===== src/rtl/dly_pkg.sv =====
package dly_pkg;
    typedef enum logic {
        RATE_FULL = 1'b0,
        RATE_HALF = 1'b1
    } dly_rate_e;

    localparam int PTR_FAST = 0;
    localparam int PTR_SLOW = 1;
    localparam int NUM_PTR  = 2;
endpackage


===== src/rtl/dly_step_gate.sv =====
module dly_step_gate
    import dly_pkg::*;
(
    input  logic clk,
    input  logic rst_n,
    input  logic sample_stb,
    input  logic rate_sel,
    output logic fast_adv,
    output logic slow_adv
);
    typedef struct packed {
        logic phase;
    } gate_st_t;

    gate_st_t st_d, st_q;
    dly_rate_e rate;

    always_comb begin
        rate     = dly_rate_e'(rate_sel);
        st_d     = st_q;
        fast_adv = sample_stb;
        slow_adv = sample_stb && ((rate == RATE_FULL) || st_q.phase);
        if (sample_stb) begin
            st_d.phase = ~st_q.phase;
        end
    end

    always_ff @(posedge clk or negedge rst_n) begin
        if (!rst_n) begin
            st_q <= '0;
        end else begin
            st_q <= st_d;
        end
    end

    // in half-rate mode, two strobes in a row never both advance the slow pointer
    assert_half_rate_R5: assert property (@(posedge clk) disable iff (!rst_n)
        (slow_adv && rate_sel) |=> !(slow_adv && rate_sel));
endmodule


===== src/rtl/dly_ring_ptr.sv =====
module dly_ring_ptr #(
    parameter int PTR_W = 10
) (
    input  logic             clk,
    input  logic             rst_n,
    input  logic             adv,
    output logic [PTR_W-1:0] ptr
);
    typedef struct packed {
        logic [PTR_W-1:0] ptr;
    } ptr_st_t;

    ptr_st_t st_d, st_q;

    always_comb begin
        st_d = st_q;
        if (adv) begin
            st_d.ptr = st_q.ptr + PTR_W'(1);
        end
    end

    always_ff @(posedge clk or negedge rst_n) begin
        if (!rst_n) begin
            st_q <= '0;
        end else begin
            st_q <= st_d;
        end
    end

    assign ptr = st_q.ptr;

    // the top value is followed by zero
    assert_wrap_R6: assert property (@(posedge clk) disable iff (!rst_n)
        (adv && (ptr == '1)) |=> (ptr == '0));
    // no advance request leaves the pointer unchanged
    assert_hold_R7: assert property (@(posedge clk) disable iff (!rst_n)
        !adv |=> $stable(ptr));
endmodule


===== src/rtl/dly_addr_map.sv =====
module dly_addr_map #(
    parameter int SEL_W  = 2,
    parameter int BANK_W = 10,
    localparam int ADDR_W = SEL_W + BANK_W
) (
    input  logic [ADDR_W-1:0] offset,
    input  logic [BANK_W-1:0] fast_ptr,
    input  logic [BANK_W-1:0] slow_ptr,
    output logic [ADDR_W-1:0] addr
);
    logic [SEL_W-1:0]  bank;
    logic [BANK_W-1:0] base;
    logic [BANK_W-1:0] word;

    always_comb begin
        bank = offset[ADDR_W-1:BANK_W];
        base = (bank == '0) ? fast_ptr : slow_ptr;
        word = base + offset[BANK_W-1:0];
        addr = {bank, word};
    end
endmodule


===== src/rtl/dly_bank_addr_gen.sv =====
module dly_bank_addr_gen
    import dly_pkg::*;
#(
    parameter int SEL_W  = 2,
    parameter int BANK_W = 10,
    localparam int ADDR_W = SEL_W + BANK_W
) (
    input  logic              clk,
    input  logic              rst_n,
    input  logic              sample_stb,
    input  logic              rate_sel,
    input  logic [ADDR_W-1:0] offset,
    output logic [ADDR_W-1:0] addr
);
    logic [NUM_PTR-1:0] adv;
    logic [BANK_W-1:0]  ptr [NUM_PTR];

    dly_step_gate u_gate (
        .clk        (clk),
        .rst_n      (rst_n),
        .sample_stb (sample_stb),
        .rate_sel   (rate_sel),
        .fast_adv   (adv[PTR_FAST]),
        .slow_adv   (adv[PTR_SLOW])
    );

    for (genvar i = 0; i < NUM_PTR; i++) begin : g_ptr
        dly_ring_ptr #(.PTR_W(BANK_W)) u_ptr (
            .clk   (clk),
            .rst_n (rst_n),
            .adv   (adv[i]),
            .ptr   (ptr[i])
        );
    end

    dly_addr_map #(.SEL_W(SEL_W), .BANK_W(BANK_W)) u_map (
        .offset   (offset),
        .fast_ptr (ptr[PTR_FAST]),
        .slow_ptr (ptr[PTR_SLOW]),
        .addr     (addr)
    );

    // every strobe moves the bank-0 pointer
    assert_fast_step_R3: assert property (@(posedge clk) disable iff (!rst_n)
        sample_stb |=> (ptr[PTR_FAST] != $past(ptr[PTR_FAST])));
    // at full rate, pointers that agree keep agreeing
    assert_lockstep_R4: assert property (@(posedge clk) disable iff (!rst_n)
        (sample_stb && !rate_sel && (ptr[PTR_FAST] == ptr[PTR_SLOW]))
        |=> (ptr[PTR_FAST] == ptr[PTR_SLOW]));
    // the bank field follows the offset
    assert_bank_field_R2: assert property (@(posedge clk) disable iff (!rst_n)
        addr[ADDR_W-1:BANK_W] == offset[ADDR_W-1:BANK_W]);
endmodule


===== config.mk =====
export PLATFORM = sky130hd
export DESIGN_NAME = dly_bank_addr_gen
export DESIGN_NICKNAME = d
export VERILOG_FILES = /design/src/rtl/dly_pkg.sv /design/src/rtl/dly_step_gate.sv /design/src/rtl/dly_ring_ptr.sv /design/src/rtl/dly_addr_map.sv /design/src/rtl/dly_bank_addr_gen.sv
export SDC_FILE = /design/constraint.sdc
export NUM_CORES = 1
export LEC_CHECK = 0
export BUFFER_PORTS_ARGS = -buffer_cell sky130_fd_sc_hd__buf_4
export CAP_MARGIN = 10
export CORE_MARGIN = 2
export CORE_UTILIZATION = 25
export DETAILED_ROUTE_END_ITERATION = 6
export SYNTH_ARGS = -nofsm -noshare
export SYNTH_HDL_FRONTEND = slang
export SYNTH_SLANG_ARGS = --single-unit

===== constraint.sdc =====
create_clock -name clk -period 3.36 [get_ports clk]
set_clock_uncertainty 0.15 [all_clocks]
set_input_delay 0.168 -clock clk [delete_from_list [all_inputs] [get_ports clk]]
set_output_delay 0.168 -clock clk [all_outputs]
set_load 0.01 [all_outputs]

; ---- Word-level counts from Yosys, hierarchy flattened
; Index checks and enable logic that the tools add are counted.
[classes]
add_sub_neg = 3
n_mul = 0
div = 0
n_lt_le_gt_ge = 0
n_eq_ne = 0
n_shift = 0
n_mux = 1
n_bitwise = 2
reduce_logical = 3
[ops]
columns = op, count
row1 = $add 10x1->10 const B, 2
row2 = $add 10x10->10, 1
row3 = $mux 10, 1
row4 = $logic_not 2->1, 1
row5 = $not 1->1, 2
row6 = $logic_and 1x1->1, 1
row7 = $logic_or 1x1->1, 1
[word_totals]
register_bits = 21
latchBits = 0
mem_bits_rw = 0
romBits = 0
mem_count = 0

; ---- Depth between registers and ports, before layout
; Gate-level depths: netlist (run 1).
[depth]
ltp_word = 3
ltp_mapped = 10
depth_no_buf = 9

; ---- By module
; From an unflattened synthesis (run 1), not the netlist that was laid out.
[unflattened]
hier_cells = 132
area_unflattened_um2 = 1431.4
[modules_own_cells]
columns = mod, n_inst, cells_each, area_per_inst_um2
row1 = dly_ring_ptr, 2, 35, 434.2
row2 = dly_addr_map, 1, 57, 510.5
row3 = dly_step_gate, 1, 5, 52.6

; ---- Worst setup path before layout (run 1)
; OpenSTA, ideal clock, no wires.
[synth_timing]
path_type = input -> output
from = input offset[11]
to = output addr[9]
arrival_ns = 2.383
path_slack_ns = 0.659
stages = 9
n_path_buf = 1
cell_sequence = nor2_1 > buf_1 > mux2_2 > ha_1 > and3_4 > a2111oi_4 > o21ai_1 > a21oi_1 > xnor2_1
[synth_via]
elab_chain_len = 3
[synth_lines]
columns = element, line
row1 = "start, declared", dly_bank_addr_gen.sv:12  ; input logic [ADDR_W-1:0] offset,
row2 = $logic_not 2->1, dly_addr_map.sv:17  ; base = (bank == '0) ? fast_ptr : slow_ptr;
row3 = $mux 10, dly_addr_map.sv:17
row4 = $add 10x10->10, dly_addr_map.sv:18  ; word = base + offset[BANK_W-1:0];
row5 = "end, declared", dly_bank_addr_gen.sv:13  ; output logic [ADDR_W-1:0] addr
; No other way between the ends.

; ---- Final worst setup path (run 1)
[layout_timing]
from = register g_ptr[0].u_ptr.st_q (netlist bit g_ptr[0].u_ptr.ptr[0])
to = output addr[8]
[layout_via]
elab_chain_len = 2
[layout_lines]
columns = element, line
row1 = "start, declared", dly_ring_ptr.sv:13  ; ptr_st_t st_d, st_q;
row2 = "start signal, assigned", dly_ring_ptr.sv:26  ; st_q <= st_d;
row3 = $mux 10, dly_addr_map.sv:17
row4 = $add 10x10->10, dly_addr_map.sv:18
; No other way between the ends.

==> metrics.txt, run 1 <==
status complete, no violations; RSZ-0062 raised after global routing false; Ant. Diodes 0; combinational share of power 52.7%; crit start category flop; DP HPWL roughly 2100 um; critical path class reg -> out; Worst-Margin Slew 348 ps; CP bufs+invs 1; die width 78.5 um; Min Hold Slack 8.14 ps; Core Region 5440 um2; Final GP Congestion 0.733; vias per inst approximately 4.3; clk buf depth 2; Crit-path slowest cell dfrtp_1; Synth top area share a little under two fifths; Yosys warnings 0; Clk network pwr share a little over an eighth; Slew Viols, Final 0; Static Leak about 0.8 nW; # placed instances 230; synthesized area per cell between 10 and 15 um2; initial antenna violation count 0; CTS H-tree depth 1; clk slew on worst S/H paths 70 ps; critical path capture point type primary output; placed cell area between 1500 and 2000 um2; drt pass-1 iters 4; Worst Setup SP g_ptr[0].u_ptr.ptr[0]$_DFFE_PN0P_; Post-CTS Setup Bufs 0; # port buffers 27; Int Pwr just under 0.8 mW; Syn Inst Count 134; sequential share of the synthesized area between 30% and 40%; TritonCTS clock tree built; worst hold start sample_stb; Sw Share 38.7%; synthesized net count roughly 160; final instance count without filler cells 235; first-pass GRT wire length 4510 um; leading area contributor after synthesis dfrtp_1; CP Data Required Time ~3000 ps; Final Hold Vio Count 0; final period utilization a little under nine tenths; antenna-violating nets left 0; hold-fix buffers at CTS 1; peak supply drop approximately 0.3 mV; clk_lat worst skew ~250 ps; Final Setup Violations 0; top post-synthesis cells by area dfrtp_1 (38%), xnor2_1 (12%), ha_1 (9.9%), mux2_2 (7.3%), xor2_1 (5.7%); DRT Wirelength about 2700 um; sequential share of power around 34%; gr usage total under 10%; Initial Utilization about 26%; Clock Sink Count 21; critical path cell sequence mux2_2 > ha_1 > fa_1 > a21oi_1 > o211ai_1 > nor3_1 > o21bai_1 > xor2_1 > buf_4; Setup TNS Final 0 ps; number of synthesized register bits 21; vias in the first global route around 980; Net Sw Power around 0.49 mW; clk root buf clkbuf_8; Area Growth Syn to Fin 24.0%; die height 78.5 um; min-delay worst type in -> reg; I/O pins 28; Die ar. ~6000 um2; total CTS buffers 3; wire per inst roughly 11 um; # fillers approximately 570; number of max-cap violations 0; Tmin final between 2000 and 3000 ps; initial DRC count 43; crit-path max FO 4; pwr/cell area 735 nW/um2; reg-to-reg startpoint g_ptr[0].u_ptr.ptr[0]$_DFFE_PN0P_; Max-slew headroom around 77%; fmax between 300 and 400 MHz; Site Rows 27; share of cells above drive strength 1 a little over a quarter; Layout Nets approximately 190; Synth Cell Area about 1400 um2; Netlist cell types 27; total grt overflow 0; slowest cell delay on critical path 430 ps; WP data arrival between 2000 and 3000 ps; DRC violations left 0; via count 1009; critical path's top delay family adder cells; Final Cell Area 1720 um2; largest net degree at the start of global routing 22; cts repair resizes 0
sequential cells by signal, summed over array words and instances (netlist names):
signal	flops
u_gate.st_q	1
g_ptr.u_ptr.ptr	20
power by group through the flow:
stage	Combinational, mW	Sequential (mW)	Clock, mW
floorplan	0.456	0.411	0
global placement	0.665	0.435	0
detailed placement	0.670	0.438	0
CTS	0.680	0.434	0.172
global route	0.736	0.450	0.185
finish	0.667	0.433	0.165
cell type report:
class                           instances  area [um2]  share of cell area (%)
Timing Repair Buffer                   29         220                    12.8
Clock inverter                          1        5.00                   0.291
Inverter                                4        15.0                   0.872
Multi-Input combinational cell        105         825                    47.9
Clock buffer                            3        41.3                    2.40
Sequential cell                        21         526                    30.5
Tap cell                               72        90.1                    5.23
synth_stat cells (all sizes together):
master   instances
a21oi            5
o21a             1
ha              11
xnor2           19
buf              4
mux2             9
nand2           12
o21ai            4
fa               1
nand3            8
and2             1
o211ai           1
a21o             2
dfrtp           21
nor3             1
nor2             7
nand4            4
xor2             9
o21bai           3
and3             5
inv              4
a2111oi          1
mux2i            1
cells by family after synthesis:
family | Yosys count | share of synthesized area, %
adder cells (fa/ha/maj) | 12 | 11.4
buffers and inverters | 8 | 2.79
AND/OR/NAND/NOR | 38 | 13.3
multiplexers | 10 | 8.02
XOR/XNOR | 28 | 17.7
AO/OA/AOI/OAI | 17 | 9.01
flip-flops | 21 | 37.8
path summary, 6_finish.rpt:
path	to	cells past startpoint	slack, ps
max	addr[8]	9	490
min	g_ptr[0].u_ptr.ptr[0]$_DFFE_PN0P_	2	8
max reg2reg	g_ptr[0].u_ptr.ptr[9]$_DFFE_PN0P_	5	1880
min reg2reg	g_ptr[0].u_ptr.ptr[9]$_DFFE_PN0P_	1	320
max in group asynchronous	g_ptr[0].u_ptr.ptr[0]$_DFFE_PN0P_	2	2660
min in group asynchronous	g_ptr[1].u_ptr.ptr[9]$_DFFE_PN0P_	2	180
placed cells by master, fill, tap and decap left out, types with 2 or more instances in the layout:
cell type / instances
nand4_1: 4
buf_4: 28
o21ai_0: 2
mux2_2: 9
dfrtp_1: 21
xnor2_1: 19
inv_1: 4
ha_1: 11
nor2_1: 7
nand3_1: 8
nand2_1: 12
o21bai_1: 3
a21oi_1: 5
and3_1: 4
clkbuf_8: 3
xor2_1: 9
o21ai_1: 2
a21o_1: 2
routing by layer:
metal / global-route usage, % / up-vias / wire length, um
li1: - / 521 / -
met1: 12.5 / 462 / 1330
met2: 13.8 / 24 / 1200
met3: 2.64 / 2 / 126
met4: 2.11 / 0 / 17
met5: 0 / - / 0
through the flow:
stage               power, mW  setup WS, ps  util (%)
global route             1.37           299      31.7
finish                   1.27           495      31.7
floorplan               0.867           659         -
global placement         1.10           520      30.6
detailed placement       1.11           537      30.6
CTS                      1.29           463      31.7
No activity file was read; power rests on OpenSTA's default activity.
==> run 2: changes to the inputs <==
- SETUP_SLACK_MARGIN: not set -> 0.5
- SLEW_MARGIN: not set -> 25
==> metrics.txt, run 2 (synthesis results as in run 1) <==
status complete, no violations; most frequent cells in the layout buf_4 (39), xnor2_1 (19), dfrtp_1 (19); pwr/cell area 769 nW/um2 (+4.6%); Clock Sink Count 21 (unchanged); Min Hold Slack 6.21 ps (-1.93 ps); Worst Setup SP g_ptr[1].u_ptr.ptr[0]$_DFFE_PN0P_; clk buf depth 2 (unchanged); final worst setup slack 598 ps (+103 ps); TritonCTS clock tree built; die height 78.5 um (unchanged); Util after Layout 34.4% (+2.8 points); leading cell type in the layout, fill and taps excluded buf_4; hold path depth 2 (unchanged); CP endpoint addr[8]; Final GP Congestion 0.733 (unchanged); vias per inst 4.33 (+0.93%); crit start category flop; Setup TNS Final 0 ps (unchanged); Site Rows 27 (unchanged); fmax 362 MHz (+3.7%); Final Cell Area 1870 um2 (+8.8%); Slew Viols, Final 0 (unchanged); initial antenna violation count 0 (unchanged); crit-path max FO 4 (unchanged); Layout Nets 203 (+5.7%); Static Leak 0.856 nW (+6.6%); clk slew on worst S/H paths 80 ps (about the same); DRC violations left 0 (unchanged); Final Hold Vio Count 0 (unchanged); die width 78.5 um (unchanged); # port buffers 27 (unchanged); final period utilization 82.2% (-3.1 points); WP data arrival 2440 ps (-110 ps); CP Data Required Time 3040 ps (about the same); first-pass GRT wire length 4560 um (+1.1%); Tmin final 2760 ps (-103 ps); DRT Wirelength 2940 um (+10%); # fillers 564 (-1.4%); Initial Utilization 25.5% (unchanged); via count 1066 (+5.6%); gr usage total 9.11% (+0.073 points); Die ar. 6170 um2 (unchanged); Area Growth Syn to Fin 34.9%; Worst R2R Path Depth 6 (+1); I/O pins 28 (unchanged); clk_lat worst skew 260 ps (about the same); largest net degree at the start of global routing 22 (unchanged); Ant. Diodes 0 (unchanged); Core Region 5440 um2 (unchanged); clk root buf clkbuf_8; antenna-violating nets left 0 (unchanged); met3 GRT Util 2.64% (unchanged); drt pass-1 iters 4 (unchanged); Max-slew headroom 78.7% (+1.9 points); peak supply drop 0.318 mV (+6.3%); CTS H-tree depth 1 (unchanged); total grt overflow 0 (unchanged); met2 usage 14.2% (+0.34 points); register area 528 um2 (+0.48%); number of max-cap violations 0 (unchanged); total CTS buffers 3 (unchanged); pre-CTS setup slack 537 ps (unchanged); Final Setup Violations 0 (unchanged); wire per inst 11.9 um (+5.0%); min-delay worst type in -> reg; reg-to-reg startpoint g_ptr[0].u_ptr.ptr[0]$_DFFE_PN0P_; RR Endpoint g_ptr[0].u_ptr.ptr[9]$_DFFE_PN0P_; DP HPWL 2100 um (unchanged); placed cell area 1670 um2 (unchanged); Reg2Reg Setup Slack 1820 ps (-60 ps); number of flip-flops under the largest register name 20 (unchanged); share of cells above drive strength 1 37.4% (+10 points); GRT Max-Usage Layer met2; met1 Resource Use GR 12.4% (-0.071 points); critical path capture point type primary output; area of the multi-input gates 891 um2 (+8.0%); Worst-Margin Slew 318 ps (-29.5 ps); initial DRC count 43 (unchanged); critical path class reg -> out; RSZ-0062 raised after global routing false; vias in the first global route 1000 (+2.6%)
-- run 2: cell types whose count changed in the layout (fill, tap and decap cells not counted), sizes merged --
cell / change
buf: +11
-- run 2: through the flow --
step / cells / power [mW]
final: 246 / 1.44
after floorplan: 134 / 0.867
after global placement: 230 / 1.10
after CTS: 236 / 1.30
after detailed placement: 230 / 1.11
after global routing: 246 / 1.55
-- run 2: repair_timing --
action | 4_1_cts | 5_1_grt
pin swaps | 1 | 11
endpoints found under the setup margin | 3 | 3
setup buffers | 1 | 10
hold buffers | 1 | 0
hold endpoints to repair | 21 | 0
gates resized for setup | 1 | 11
-- run 2: layer usage --
layer / part of all wire (%) / vias to the layer above / routed length [um]
met3: 4.1 / 2 / 121
met2: 48 / 22 / 1420
met5: 0 / - / 0
met4: 0.58 / 0 / 17
met1: 47 / 500 / 1380
li1: - / 542 / -
-- run 2: worst min-delay path by stage --
stage          startpoint                                 to  slack, ps
6_report       sample_stb  g_ptr[0].u_ptr.ptr[0]$_DFFE_PN0P_          6
3_5_place_dp        rst_n  g_ptr[0].u_ptr.ptr[9]$_DFFE_PN0P_        -80
3_3_place_gp        rst_n  g_ptr[0].u_ptr.ptr[9]$_DFFE_PN0P_        -80
5_1_grt        sample_stb            u_gate.st_q$_DFFE_PN0P_        0.7
4_1_cts        sample_stb  g_ptr[0].u_ptr.ptr[0]$_DFFE_PN0P_          2
2_1_floorplan       rst_n  g_ptr[0].u_ptr.ptr[0]$_DFFE_PN0P_       -280
-- run 2: critical path: stages (launching register included) --
cell      delay (ps)
dfrtp_1          430
mux2_2           290
ha_2             200
fa_2             370
a21oi_2          170
o211ai_1         120
nor3_1           220
o21bai_1         110
xor2_1           150
buf_4            150
-- run 2: area by class of cell --
| cell class | count | area share, % |
|---|---|---|
| Multi-Input combinational cell | 105 | 47.6 |
| Sequential cell | 21 | 28.2 |
| Timing Repair Buffer | 40 | 16.2 |
| Tap cell | 72 | 4.81 |
| Clock buffer | 3 | 2.20 |
| Inverter | 4 | 0.802 |
| Clock inverter | 1 | 0.267 |
-- run 2: report_power, final --
group	total (mW)	internal [mW]	switching (mW)
Combinational	0.843	0.482	0.362
Clock	0.166	0.0826	0.0833
Sequential	0.431	0.338	0.0923
Total	1.44	0.903	0.537
